File: src/rtl/spim_pkg.sv
package spim_pkg;

  localparam logic [1:0] ADDR_CFG = 2'd0;
  localparam logic [1:0] ADDR_TX  = 2'd1;
  localparam logic [1:0] ADDR_CMD = 2'd2;
  localparam logic [1:0] ADDR_RX  = 2'd3;

  localparam int CFG_POL_BIT = 8;
  localparam int CFG_PHA_BIT = 9;
  localparam int CFG_DIV_LSB = 16;

  typedef struct packed {
    logic load;    // latch transmit word, clear receive shifter
    logic toggle;  // flip sclk
    logic sample;  // capture miso
    logic shift;   // advance mosi
    logic finish;  // copy receive word out
  } spimStrobe_t;

endpackage

File: src/rtl/spim_datapath.sv
module spim_datapath
  import spim_pkg::*;
#(
  parameter int DATA_W = 32,
  localparam int LEN_W = $clog2(DATA_W)
) (
  input  logic              clk,
  input  logic              rstN,
  input  spimStrobe_t       stb,
  input  logic              idle,
  input  logic              cpol,
  input  logic [LEN_W:0]    wordLen,
  input  logic [DATA_W-1:0] txWord,
  input  logic              miso,
  output logic              sclk,
  output logic              mosi,
  output logic [DATA_W-1:0] rxData
);

  localparam logic [LEN_W:0] FULL_LEN = (LEN_W+1)'(DATA_W);

  logic [DATA_W-1:0] txShift;
  logic [DATA_W-1:0] rxShift;
  logic [LEN_W:0]    alignAmt;

  assign alignAmt = FULL_LEN - wordLen;
  assign mosi     = txShift[DATA_W-1];

  always_ff @(posedge clk) begin
    if (!rstN) begin
      txShift <= '0;
      rxShift <= '0;
      rxData  <= '0;
      sclk    <= 1'b0;
    end else begin
      if (stb.load) begin
        txShift <= txWord << alignAmt;
        rxShift <= '0;
      end else begin
        if (stb.shift)  txShift <= txShift << 1;
        if (stb.sample) rxShift <= {rxShift[DATA_W-2:0], miso};
      end
      if (stb.finish) rxData <= rxShift;
      if (stb.toggle)  sclk <= ~sclk;
      else if (idle)   sclk <= cpol;
    end
  end

  p_strobe_excl_r6: assert property (@(posedge clk) disable iff (!rstN)
    !(stb.sample && stb.shift));

  p_sclk_idle_r5: assert property (@(posedge clk) disable iff (!rstN)
    idle && $past(idle) && $stable(cpol) |-> sclk == cpol);

endmodule

File: src/rtl/spim_ctrl.sv
module spim_ctrl
  import spim_pkg::*;
#(
  parameter int DATA_W  = 32,
  parameter int DIV_W   = 16,
  parameter int MIN_LEN = 4,
  localparam int LEN_W  = $clog2(DATA_W),
  localparam int EDGE_W = LEN_W + 2
) (
  input  logic              clk,
  input  logic              rstN,
  input  logic [1:0]        regAddr,
  input  logic              regWrEn,
  input  logic [DATA_W-1:0] regWrData,
  output logic [DATA_W-1:0] regRdData,
  input  logic [DATA_W-1:0] rxData,
  output spimStrobe_t       stb,
  output logic              busy,
  output logic              cpol,
  output logic [LEN_W:0]    wordLen,
  output logic [DATA_W-1:0] txWord,
  output logic              csN
);

  localparam logic [LEN_W-1:0] MIN_M1 = LEN_W'(MIN_LEN - 1);
  localparam logic [LEN_W-1:0] RST_M1 = LEN_W'(7);

  logic [LEN_W-1:0]  cfgLen;
  logic              cpha;
  logic [DIV_W-1:0]  divVal;
  logic [DIV_W-1:0]  divCnt;
  logic [EDGE_W-1:0] edgeCnt;
  logic [EDGE_W-1:0] totalEdges;
  logic              done;
  logic              startReq, accept, tick, allEdges, leading;
  logic [LEN_W-1:0]  lenIn;

  assign wordLen    = {1'b0, cfgLen} + 1'b1;
  assign totalEdges = {wordLen, 1'b0};
  assign startReq   = regWrEn && (regAddr == ADDR_CMD) && regWrData[0];
  assign accept     = startReq && !busy;
  assign tick       = busy && (divCnt == divVal);
  assign allEdges   = (edgeCnt == totalEdges);
  assign leading    = ~edgeCnt[0];
  assign lenIn      = regWrData[LEN_W-1:0];

  always_comb begin
    stb        = '0;
    stb.load   = accept;
    stb.toggle = tick && !allEdges;
    stb.sample = stb.toggle && (leading ^ cpha);
    stb.shift  = stb.toggle && !(leading ^ cpha) && !(cpha && edgeCnt == '0);
    stb.finish = tick && allEdges;
  end

  always_ff @(posedge clk) begin
    if (!rstN) begin
      cfgLen  <= RST_M1;
      cpol    <= 1'b0;
      cpha    <= 1'b0;
      divVal  <= '0;
      txWord  <= '0;
      busy    <= 1'b0;
      done    <= 1'b0;
      csN     <= 1'b1;
      divCnt  <= '0;
      edgeCnt <= '0;
    end else begin
      if (regWrEn && regAddr == ADDR_CFG && !busy) begin
        cfgLen <= (lenIn < MIN_M1) ? MIN_M1 : lenIn;
        cpol   <= regWrData[CFG_POL_BIT];
        cpha   <= regWrData[CFG_PHA_BIT];
        divVal <= regWrData[CFG_DIV_LSB +: DIV_W];
      end
      if (regWrEn && regAddr == ADDR_TX) txWord <= regWrData;
      if (accept) begin
        busy    <= 1'b1;
        done    <= 1'b0;
        csN     <= 1'b0;
        divCnt  <= '0;
        edgeCnt <= '0;
      end else if (busy) begin
        divCnt <= tick ? '0 : divCnt + 1'b1;
        if (stb.toggle) edgeCnt <= edgeCnt + 1'b1;
        if (stb.finish) begin
          busy <= 1'b0;
          done <= 1'b1;
          csN  <= 1'b1;
        end
      end
    end
  end

  always_comb begin
    regRdData = '0;
    unique case (regAddr)
      ADDR_CFG: begin
        regRdData[LEN_W-1:0]              = cfgLen;
        regRdData[CFG_POL_BIT]            = cpol;
        regRdData[CFG_PHA_BIT]            = cpha;
        regRdData[CFG_DIV_LSB +: DIV_W]   = divVal;
      end
      ADDR_TX:  regRdData = txWord;
      ADDR_CMD: regRdData[1:0] = {done, busy};
      default:  regRdData = rxData;
    endcase
  end

  p_start_ignored_r10: assert property (@(posedge clk) disable iff (!rstN)
    busy && startReq && !stb.finish |=> busy && !done && edgeCnt >= $past(edgeCnt));

  p_done_cleared_r9: assert property (@(posedge clk) disable iff (!rstN)
    accept |=> busy && !done && !csN);

  p_cs_release_r8: assert property (@(posedge clk) disable iff (!rstN)
    $rose(csN) |-> done && !busy);

  p_edge_bound_r7: assert property (@(posedge clk) disable iff (!rstN)
    busy |-> edgeCnt <= totalEdges);

  p_cfg_frozen_r11: assert property (@(posedge clk) disable iff (!rstN)
    busy && !stb.finish |=> $stable(cfgLen) && $stable(cpol) && $stable(cpha) && $stable(divVal));

endmodule

File: src/rtl/spi_word_master.sv
module spi_word_master
  import spim_pkg::*;
#(
  parameter int DATA_W  = 32,
  parameter int DIV_W   = 16,
  parameter int MIN_LEN = 4,
  localparam int LEN_W  = $clog2(DATA_W)
) (
  input  logic              clk,
  input  logic              rstN,
  input  logic [1:0]        regAddr,
  input  logic              regWrEn,
  input  logic [DATA_W-1:0] regWrData,
  output logic [DATA_W-1:0] regRdData,
  output logic              sclk,
  output logic              mosi,
  input  logic              miso,
  output logic              csN
);

  spimStrobe_t       stb;
  logic              busy;
  logic              cpol;
  logic [LEN_W:0]    wordLen;
  logic [DATA_W-1:0] txWord;
  logic [DATA_W-1:0] rxData;

  spim_ctrl #(.DATA_W(DATA_W), .DIV_W(DIV_W), .MIN_LEN(MIN_LEN)) u_ctrl (
    .clk(clk), .rstN(rstN), .regAddr(regAddr), .regWrEn(regWrEn),
    .regWrData(regWrData), .regRdData(regRdData), .rxData(rxData),
    .stb(stb), .busy(busy), .cpol(cpol), .wordLen(wordLen),
    .txWord(txWord), .csN(csN)
  );

  spim_datapath #(.DATA_W(DATA_W)) u_dp (
    .clk(clk), .rstN(rstN), .stb(stb), .idle(!busy), .cpol(cpol),
    .wordLen(wordLen), .txWord(txWord), .miso(miso),
    .sclk(sclk), .mosi(mosi), .rxData(rxData)
  );

endmodule

File: config.mk
export PLATFORM = sky130hd
export DESIGN_NAME = spi_word_master
export DESIGN_NICKNAME = d
export VERILOG_FILES = /design/src/rtl/spim_pkg.sv /design/src/rtl/spim_datapath.sv /design/src/rtl/spim_ctrl.sv /design/src/rtl/spi_word_master.sv
export SDC_FILE = /design/constraint.sdc
export NUM_CORES = 1
export LEC_CHECK = 0
export BUFFER_PORTS_ARGS = -buffer_cell sky130_fd_sc_hd__buf_2
export CORE_MARGIN = 3
export CORE_UTILIZATION = 50
export DETAILED_ROUTE_END_ITERATION = 10
export PLACE_DENSITY_LB_ADDON = 0.2
export SYNTH_ARGS = -nofsm -noshare
export SYNTH_HDL_FRONTEND = slang
export SYNTH_SLANG_ARGS = --single-unit
File: constraint.sdc
create_clock -name clk -period 2.9 [get_ports clk]
set_input_delay 0.58 -clock clk [delete_from_list [all_inputs] [get_ports clk]]
set_output_delay 0.58 -clock clk [all_outputs]
set_load 0.005 [all_outputs]
Word level (Yosys, flattened, before mapping)

Index checks and enable logic that the tools add are counted.

Bits in registers: 178
Bits in latches: 0
Bits in writable memories: 0
Bits in read-only memories: 0
Bits of input ports: 38
Output and inout port bits: 35
Word-level logic and storage cells: 74
Memories: 0

Add/subtract/negate cells: 4
Multiply operators: 0
Divide/modulo/power cells: 0
$lt $le $gt $ge: 1
Equal/unequal tests: 5
Shifts and indexed selects: 1
Muxes and demuxes: 18
Bitwise logic cells: 4
Reductions and logical operators: 27

Operator list:

| operator                                                             | count |
|---|---|
| 32-bit 2-to-1 mux                                                    | 2 |
| 16-bit case mux with 3 select lines                                  | 1 |
| 32-bit by 6-bit << shifter with 32-bit output                        | 1 |
| 16-bit by 1-bit adder with 16-bit output, second input constant      | 1 |
| 16-bit == test                                                       | 1 |
| 16-bit 2-to-1 mux                                                    | 1 |
| 1-bit logical AND                                                    | 13 |
| 2-bit case mux with 3 select lines                                   | 2 |
| 6-bit case mux with 2 select lines                                   | 1 |
| 3-bit case mux with 3 select lines                                   | 1 |
| 1-bit 2-to-1 mux                                                     | 8 |
| 7-bit by 1-bit adder with 7-bit output, second input constant        | 1 |
| 7-bit == test                                                        | 1 |
| 7-bit zero test                                                      | 1 |
| 5-bit by 1-bit adder with 6-bit output, second input constant        | 1 |
| 3-bit case mux with 2 select lines                                   | 1 |
| 2-bit AND reduction                                                  | 3 |
| 2-bit nonzero test                                                   | 3 |
| 6-bit subtractor, first input constant                               | 1 |
| 5-bit by 2-bit < comparator with 1-bit output, second input constant | 1 |
| 5-bit 2-to-1 mux                                                     | 1 |
| 1-bit zero test                                                      | 4 |
| 2-bit OR reduction                                                   | 2 |
| 1-bit NOT                                                            | 3 |
| 5 further kinds                                                      | 5 |

Longest topological paths before layout

Gate-level depths: netlist of run 1.

Depth in word-level cells: 8
Depth in mapped cells: 11
Depth with buffers taken out: 9

Modules after synthesis

Synthesis of run 1 repeated with hierarchy kept, for this count alone.

Cell total of the unflattened synthesis: 1062
Area, all modules: 9829.4 um^2

By module, submodules not included:

| module          | times used | cells an instance | area an instance (um^2) | seq. area each (um^2) |
|---|---|---|---|---|
| spim_datapath   | 1          | 545               | 5655.4                  | 1941.9 |
| spim_ctrl       | 1          | 516               | 4170.2                  | 1621.6 |
| spi_word_master | 1          | 1                 | 3.8                     | 0.0 |

Worst setup path after synthesis of run 1

OpenSTA, ideal clock, no wires.

Path kind: flip-flop to flip-flop
From: register u_ctrl.cfgLen[0]
To: register u_dp.txShift[18]
Library setup time: 0.119 ns
Data arrival time: 2.346 ns
Data required time: 2.781 ns
Path slack: 0.435 ns
Cell stages (with the launch flop): 9
Buffers on the path: 2
Period minus slack after synthesis: 2.465 ns
Cell sequence: dfxtp_1 ha_1 buf_2 buf_2 mux4_2 or3_1 o211ai_1 a21oi_1 o221a_2

Cells in the longest elaborated chain, start to end: 7
Elaborated cells on any way between the ends: 10
Classes of those cells: add/sub: 2; eq/ne: 1; shift: 1; mux: 1; reduce/logical: 5

RTL lines:

| element                                                                  | RTL line            | text |
|---|---|---|
| from (decl)                                                              | spim_ctrl.sv:28     | `logic [LEN_W-1:0] cfgLen;` |
| from (signal assigned)                                                   | spim_ctrl.sv:70     | `cfgLen <= (lenIn < MIN_M1) ? MIN_M1 : lenIn;` |
| 5-bit by 1-bit adder with 6-bit output (*)                               | spim_ctrl.sv:38     | `assign wordLen = {1'b0, cfgLen} + 1'b1;` |
| parallel branches: the longest is 6 deep, another holds 6-bit subtractor | --                  |  |
| to (signal assigned)                                                     | spim_datapath.sv:37 | `txShift <= txWord << alignAmt;` |
| to (signal assigned)                                                     | spim_datapath.sv:40 | `if (stb.shift) txShift <= txShift << 1;` |
| to (decl)                                                                | spim_datapath.sv:22 | `logic [DATA_W-1:0] txShift;` |

Every way passes the cells marked *.
A chain may end at the register's enable or synchronous reset.

Worst setup path after layout of run 1

From: register u_ctrl.edgeCnt[0]
To: register u_dp.txShift[28]

Cells in the longest elaborated chain, start to end: 6
Elaborated cells on any way between the ends: 12
Classes of those cells: eq/ne: 1; bitwise: 2; reduce/logical: 9

RTL lines:

| element                        | RTL line        | text |
|---|---|---|
| from (decl)                    | spim_ctrl.sv:32 | `logic [EDGE_W-1:0] edgeCnt;` |
| from (signal assigned)         | spim_ctrl.sv:84 | `if (stb.toggle) edgeCnt <= edgeCnt + 1'b1;` |
| 1-bit NOT                      | spim_ctrl.sv:44 | `assign leading = ~edgeCnt[0];` |
| named net u_ctrl.leading       | spim_ctrl.sv:35 | `logic startReq, accept, tick, allEdges, leading;` |
| 1-bit XOR                      | spim_ctrl.sv:52 | `stb.shift = stb.toggle && !(leading ^ cpha) && !(cpha && edgeCnt == '0);` |
| 1-bit zero test                | spim_ctrl.sv:52 |  |
| 1-bit logical AND (2 in a row) | spim_ctrl.sv:52 |  |
| 2-bit nonzero test (no line)   | --              |  |

The timed path passes the listed nets, and every way through them passes these cells.

==> impl_metrics.env, run 1 <==
export IMPL_status="complete, no violations"
export IMPL_p_sw_mw=1.49
export IMPL_cpMostUsedCell="o21ai_0"
export IMPL_clk_latency_ps=440
export IMPL_syn_area_mm2=0.00979
export IMPL_stdcell_area_mm2=0.0111
export IMPL_setup_viol=0
export IMPL_finalNetCount=1205
export IMPL_hp_class="input pin to flip-flop"
export IMPL_holdBufCountCts=0
export IMPL_combPwrFrac_pct=11.7
export IMPL_grt_pass1_vias=8065
export IMPL_p_clk_share_pct=43.8
export IMPL_via_per_inst=5.92
export IMPL_num_io_pins=73
export IMPL_die_x_um=146
export IMPL_crit_buf_inv=1
export IMPL_clock_fmax_ghz=0.373
export IMPL_slowest_stage="or4b_2"
export IMPL_synthFlopType="dfxtp_1"
export IMPL_port_buffers=72
export IMPL_path_class="flip-flop to flip-flop"
export IMPL_gp_congestion=0.960
export IMPL_drtPass1Iterations=5
export IMPL_grtUsageTotal_pct=26.1
export IMPL_cpLargestDelayFamily="compound AO/OA/AOI/OAI gates"
export IMPL_grt_use_met1_pct=35.5
export IMPL_routedWlPerCell_um=19.6
export IMPL_ant_nets=0
export IMPL_grt_first_pass_wirelength_um=44800
export IMPL_cp_end_kind="flip-flop"
export IMPL_yosysTopAreaCell="dfxtp_1"
export IMPL_max_cap_violations=0
export IMPL_worst_slack_ps=219
export IMPL_intPower_mw=4.22
export IMPL_ir_drop_mv=0.384
export IMPL_synth_avg_cell_area_um2=8.80
export IMPL_syn_to_final_growth_pct=13.4
export IMPL_rows=50
export IMPL_dr_first_iter_drc_count=693
export IMPL_crit_required_ps=3200
export IMPL_drive_above_1_share_pct=19.0
export IMPL_cts_buffer_depth=2
export IMPL_met2_usage_pct=41.4
export IMPL_slew_headroom_pct=48.2
export IMPL_grt_busiest_layer="met2"
export IMPL_die_height_um=146
export IMPL_p_per_area_mw_per_mm2=515
export IMPL_path_cells="inv_1, ha_1, or4b_2, o311ai_0, o21ai_0, o2111ai_4, nand2_8, o21ai_0, a31oi_1"
export IMPL_drc=0
export IMPL_dp_cells=1403
export IMPL_netlist_instances=1113
export IMPL_cts_clk_slew_worst_paths_ps=70
export IMPL_synth_top_area_share_pct=36.4
export IMPL_critPathArrivalTime_ps=2980
export IMPL_critPathLaunchType="flip-flop"
export IMPL_grt_max_degree=57
export IMPL_dieArea_mm2=0.0213
export IMPL_cp_max_fo=46
export IMPL_fin_skew_ps=12.2
export IMPL_seq_area_frac_synth_pct=36.4
export IMPL_p_seq_share_pct=44.5
export IMPL_post_cts_resized=0
export IMPL_dpl_hpwl_um=19900
export IMPL_root_buffer="clkbuf_16"
export IMPL_post_cts_repair_setup_buffers=0
export IMPL_yosys_warnings=0
export IMPL_antennaDiodeCount=0
export IMPL_h_tree_depth=4
export IMPL_clock_sinks=178
export IMPL_max_stage_delay_ps=580
export IMPL_min_period_ps=2680
export IMPL_synth_area_leaders="dfxtp_1, nand2_1, mux4_2"
export IMPL_drt_total_wl_um=28100
export IMPL_synth_edf_count=0
export IMPL_synth_nets=1155
export IMPL_p_leak_nw=4.07
export IMPL_synth_distinct_cells=67
export IMPL_async_reset_ff_share_pct=0
export IMPL_rsz0062_at_grt="no"
export IMPL_coreArea_mm2=0.0190
export IMPL_hold_worst_slack_ps=388
export IMPL_dr_total_vias=8495
export IMPL_drv_slew=0
export IMPL_placed_area_mm2=0.0104
export IMPL_overflow=0
export IMPL_fin_setup_tns_ps=0
export IMPL_pre_cts_ws_ps=36.6
export IMPL_antenna_found_initial=0
export IMPL_use_met3_pct=5.39
export IMPL_ys_ff_latch=178
export IMPL_fin_crit_sh_pct=92.4
export IMPL_netSwitchingFraction_pct=26.1
export IMPL_start_util_pct=51.7
export IMPL_worstMarginPinSlew_ps=775
export IMPL_cts_tree="yes"
export IMPL_hold_viol=0
export IMPL_cts_buffers=17
export IMPL_final_cells=1436
[stage by stage]
| stage | utilization (%) | total power, mW |
|---|---|---|
| 2_1_floorplan | - | 3.03 |
| 3_3_place_gp | 55.1 | 3.24 |
| 3_5_place_dp | 55.1 | 3.25 |
| 4_1_cts | 58.4 | 5.73 |
| 5_1_grt | 58.6 | 5.90 |
| 6_report | 58.6 | 5.71 |
[final cells by class]
type / instances / area [um2]
fill: 1671 / 7850
multi-input combinational: 838 / 5800
sequential: 178 / 3560
timing repair buffer: 118 / 753
clock buffer: 19 / 433
tap: 260 / 325
clock inverter: 13 / 193
inverter: 10 / 37.5
[placed cells by master (no fill, tap or decap), drive strengths merged, types with 30 or more instances in the layout]
cell,instances
nand2,210
xnor2,30
mux2i,64
a21oi,31
mux4,31
nor2,89
a21boi,85
o21ai,59
buf,118
dfxtp,178
[power groups by stage]
stage	clock [mW]	combinational [mW]	sequential, mW
final	2.50	0.667	2.54
after CTS	2.53	0.654	2.54
after global routing	2.63	0.724	2.54
after global placement	0	0.648	2.59
after detailed placement	0	0.650	2.60
after floorplan	0	0.460	2.57
[flip-flops by register name, indices dropped and copies added, names as in the netlist]
signal and count:
u_ctrl.txWord 32, u_ctrl.busy 1, u_dp.sclk 1, u_ctrl.divVal 16, u_dp.rxShift 32, u_ctrl.csN 1
u_ctrl.cpha 1, u_ctrl.divCnt 16, u_dp.rxData 32, u_ctrl.done 1, u_ctrl.edgeCnt 7, u_ctrl.cfgLen 5
u_dp.txShift 32, u_ctrl.cpol 1
[worst register-to-register path, delay by kind of cell, from the launching register on]
kind,cells,cell delay (ps)
buffers and inverters,1,150
DFF,1,360
and+or+nand+nor,2,810
adders and majority gates,1,180
AOI/OAI and AO/OA,5,1060
[synthesized netlist by cell type (all sizes together), types with 5 or more instances]
master,number
nand3,23
inv,10
a22oi,10
buf,29
nor2b,15
mux4,31
nor3,8
o211ai,14
a21boi,85
and3,6
and2,5
a21oi,31
nand2,210
o211a,9
nor2,88
mux2,22
dfxtp,178
xnor2,30
a211o,5
clkbuf,59
o2111ai,5
xor2,14
a22o,23
or3,14
o21ai,59
mux2i,64
a31oi,9
nand4,15
[metal layers]
layer  wire [um]  up-vias
li1            -     4062
met4         811        0
met3        2030       49
met2       13000      315
met5           0        -
met1       12300     4069
[worst paths after layout]
path                            slack, ps  depth (start not counted)                        endpoint                            from
worst max-delay path                  220                          9   u_dp.txShift[28]$_SDFFE_PN0P_  u_ctrl.edgeCnt[0]$_SDFFE_PP0P_
worst min-delay path                  390                          3  u_ctrl.txWord[14]$_SDFFE_PN0P_                   regWrData[14]
worst max register to register        220                          9   u_dp.txShift[28]$_SDFFE_PN0P_  u_ctrl.edgeCnt[0]$_SDFFE_PP0P_
worst min register to register        450                          2    u_dp.rxData[13]$_SDFFE_PN0P_    u_dp.rxData[13]$_SDFFE_PN0P_
[cell families (layout without fill, tap and decap cells)]
group,after synthesis,in the layout,share of synthesized area (%)
AO/OA/AOI/OAI,272,272,19.7
flip-flops,178,178,36.4
multiplexers,117,117,16.3
XOR/XNOR,45,45,4.18
AND/OR/NAND/NOR,399,400,18.2
buffers and inverters,98,160,4.73
adder cells (fa/ha/maj),4,4,0.511
No activity file was read; power rests on OpenSTA's default activity.
==> inputs of run 2 (changes only) <==
- SYNTH_HIERARCHICAL: unset -> 1
==> run 2 against run 1 <==
  * Hold slack lost 9.5 ps
  * Routed wire length shrank 3.6%
  * Die area grew 0.37%
  * Largest power group unchanged
  * Combinational power grew 31%
  * Sequential power is essentially flat
  * Via count shrank 1.6%
  * Critical path type unchanged
  * Non-clock buffer count grew 18
  * Core utilization grew 1.6 points
==> impl_metrics.env, run 2 <==
export IMPL_status="complete, no violations"
export IMPL_dr_wl_met2_um=12500
export IMPL_cts_clk_slew_worst_paths_ps=70
export IMPL_rr_startpoint="u_ctrl/cfgLen[1]$_SDFFE_PN1P_"
export IMPL_synth_top_family_by_area="multiplexers"
export IMPL_wl_met1_um=12300
export IMPL_hold_worst_slack_ps=379
export IMPL_rsz0062_at_grt="no"
export IMPL_ant_nets=0
export IMPL_yosys_warnings=6
export IMPL_stdcell_area_mm2=0.0114
export IMPL_clock_fmax_ghz=0.360
export IMPL_netlist_instances=1062
export IMPL_synth_mux_area_share_pct=23.4
export IMPL_clock_sinks=178
export IMPL_ys_ff_latch=178
export IMPL_p_leak_nw=4.30
export IMPL_crit_start="u_ctrl/cfgLen[1]$_SDFFE_PN1P_"
export IMPL_antenna_found_initial=0
export IMPL_dieArea_mm2=0.0214
export IMPL_synth_edf_count=0
export IMPL_port_buffers=72
export IMPL_min_period_ps=2780
export IMPL_finalPower_mw=5.83
export IMPL_grt_first_pass_wirelength_um=43200
export IMPL_syn_area_mm2=0.00983
export IMPL_holdCritStartpoint="regWrData[6]"
export IMPL_grt_pass1_vias=7890
export IMPL_mostFrequentLayoutCell="dfxtp_1"
export IMPL_synth_distinct_cells=74
export IMPL_cts_tree="yes"
export IMPL_grtUsageTotal_pct=24.9
export IMPL_root_buffer="clkbuf_16"
export IMPL_cp_end_kind="flip-flop"
export IMPL_setup_viol=0
export IMPL_worst_slack_ps=119
export IMPL_holdBufCountCts=0
export IMPL_routedWlPerCell_um=19.3
export IMPL_cts_buffer_depth=2
export IMPL_synthTopCellsByCount="dfxtp_1, nand2_1, mux2i_1, a21oi_1, nor2_1"
export IMPL_placed_area_mm2=0.0107
export IMPL_gp_congestion=0.998
export IMPL_drv_slew=0
export IMPL_fin_skew_ps=12.8
export IMPL_dp_cells=1371
export IMPL_multiInputGateArea_mm2=0.00591
export IMPL_max_cap_violations=0
export IMPL_synth_avg_cell_area_um2=9.26
export IMPL_die_height_um=146
export IMPL_synth_fa_ha_area_share_pct=0.636
export IMPL_pre_cts_ws_ps=159
export IMPL_synth_nets=1105
export IMPL_p_per_area_mw_per_mm2=510
export IMPL_synth_top_area_share_pct=36.3
export IMPL_critPathLaunchType="flip-flop"
export IMPL_highest_layer="met4"
export IMPL_fin_setup_tns_ps=0
export IMPL_final_cells=1407
export IMPL_syn_to_final_growth_pct=16.4
export IMPL_dr_total_vias=8360
export IMPL_drive_above_1_share_pct=22.6
export IMPL_overflow=0
export IMPL_clk_latency_ps=430
export IMPL_path_class="flip-flop to flip-flop"
export IMPL_slew_headroom_pct=48.5
export IMPL_via_per_inst=5.94
export IMPL_hold_viol=0
export IMPL_n_fill_cell=1669
export IMPL_async_reset_ff_share_pct=0
export IMPL_fin_crit_sh_pct=95.9
export IMPL_worstMarginPinSlew_ps=765
export IMPL_yosysTopAreaCell="dfxtp_1"
export IMPL_h_tree_depth=4
export IMPL_final_seq_area_mm2=0.00356
export IMPL_coreArea_mm2=0.0190
export IMPL_drtPass1Iterations=8
export IMPL_synthFlopType="dfxtp_1"
export IMPL_antennaDiodeCount=0
export IMPL_wl_met3_um=1870
export IMPL_die_x_um=146
export IMPL_seq_area_frac_synth_pct=36.3
export IMPL_cp_max_fo=7
export IMPL_synth_area_leaders="dfxtp_1, mux4_2, mux2i_1"
export IMPL_start_util_pct=51.7
export IMPL_dr_first_iter_drc_count=784
export IMPL_drc=0
export IMPL_drt_total_wl_um=27100
export IMPL_ir_drop_mv=0.424
export IMPL_rows=50
export IMPL_synthMostInstantiatedCell="dfxtp_1"
export IMPL_critPathArrivalTime_ps=3090
export IMPL_num_io_pins=73
export IMPL_crit_required_ps=3210
export IMPL_final_cell_mix="dfxtp_1, nand2_1, mux2i_1"
export IMPL_synth_compound_area_share_pct=13.8
export IMPL_synth_xor_area_share_pct=4.52
export IMPL_cts_buffers=17
export IMPL_finalNetCount=1177
export IMPL_dpl_hpwl_um=19400
export IMPL_hp_class="input pin to flip-flop"
export IMPL_utilization_pct=60.2
export IMPL_synthSimpleGateAreaFrac_pct=17.2
export IMPL_grt_max_degree=55
[run 2: cell count changes in the layout (fill, tap and decap cells not counted), moves of 12 or more]
| cell | before | now |
|---|---|---|
| mux4_2 | 31 | 46 |
| nand2_1 | 209 | 148 |
| a21oi_1 | 31 | 73 |
| nor2_1 | 87 | 65 |
| a21boi_1 | 16 | 0 |
| mux2i_1 | 63 | 93 |
| a21boi_0 | 69 | 1 |
| buf_4 | 42 | 54 |
| nor2b_1 | 15 | 47 |
[run 2: routing by layer]
metal | vias to the layer above | GRT usage, %
met1 | 4037 | 35.9
li1 | 3954 | -
met5 | - | 0
met2 | 335 | 38.9
met4 | 0 | 7.06
met3 | 34 | 4.16
[run 2: where the power goes]
group	switching, mW	internal [mW]
Combinational	0.480	0.396
Clock	1.10	1.32
Sequential	0.0509	2.49
Total	1.63	4.20
[run 2: kinds of logic after synthesis]
family | count (synthesis)
compound gates | 211
xor+xnor | 49
buf+inv | 96
flops | 178
simple gates | 354
mux | 169
fa+ha+maj | 5
[run 2: final timing paths]
| path | to | slack [ps] | cells after the start |
|---|---|---|---|
| min reg2reg | u_ctrl/csN$_SDFFE_PN1P_ | 470 | 1 |
| max | u_dp/txShift[25]$_SDFFE_PN0P_ | 120 | 9 |
| min | u_ctrl/txWord[6]$_SDFFE_PN0P_ | 380 | 3 |
| max reg2reg | u_dp/txShift[25]$_SDFFE_PN0P_ | 120 | 9 |
[run 2: worst max-delay path: stages (launching register included)]
cell and delay [ps]:
dfxtp_1 320, ha_1 300, inv_1 70, ha_4 320, buf_12 130, mux2_1 320
mux4_2 490, mux2_1 330, a222oi_1 310, nor2_1 70
[run 2: what timing repair did]
action                                  4_1_cts  5_1_grt
endpoints found under the setup margin        0       67
resized for setup                             0        7
buffers inserted                              0        2
[run 2: cell type report]
class | instances | share of cell area (%)
inverters | 13 | 0.426
well taps | 260 | 2.84
repair buffers | 136 | 8.53
flip-flops and latches | 178 | 31.1
multi-input cells | 788 | 51.7
clock buffers | 17 | 3.72
clock inverters | 15 | 1.66
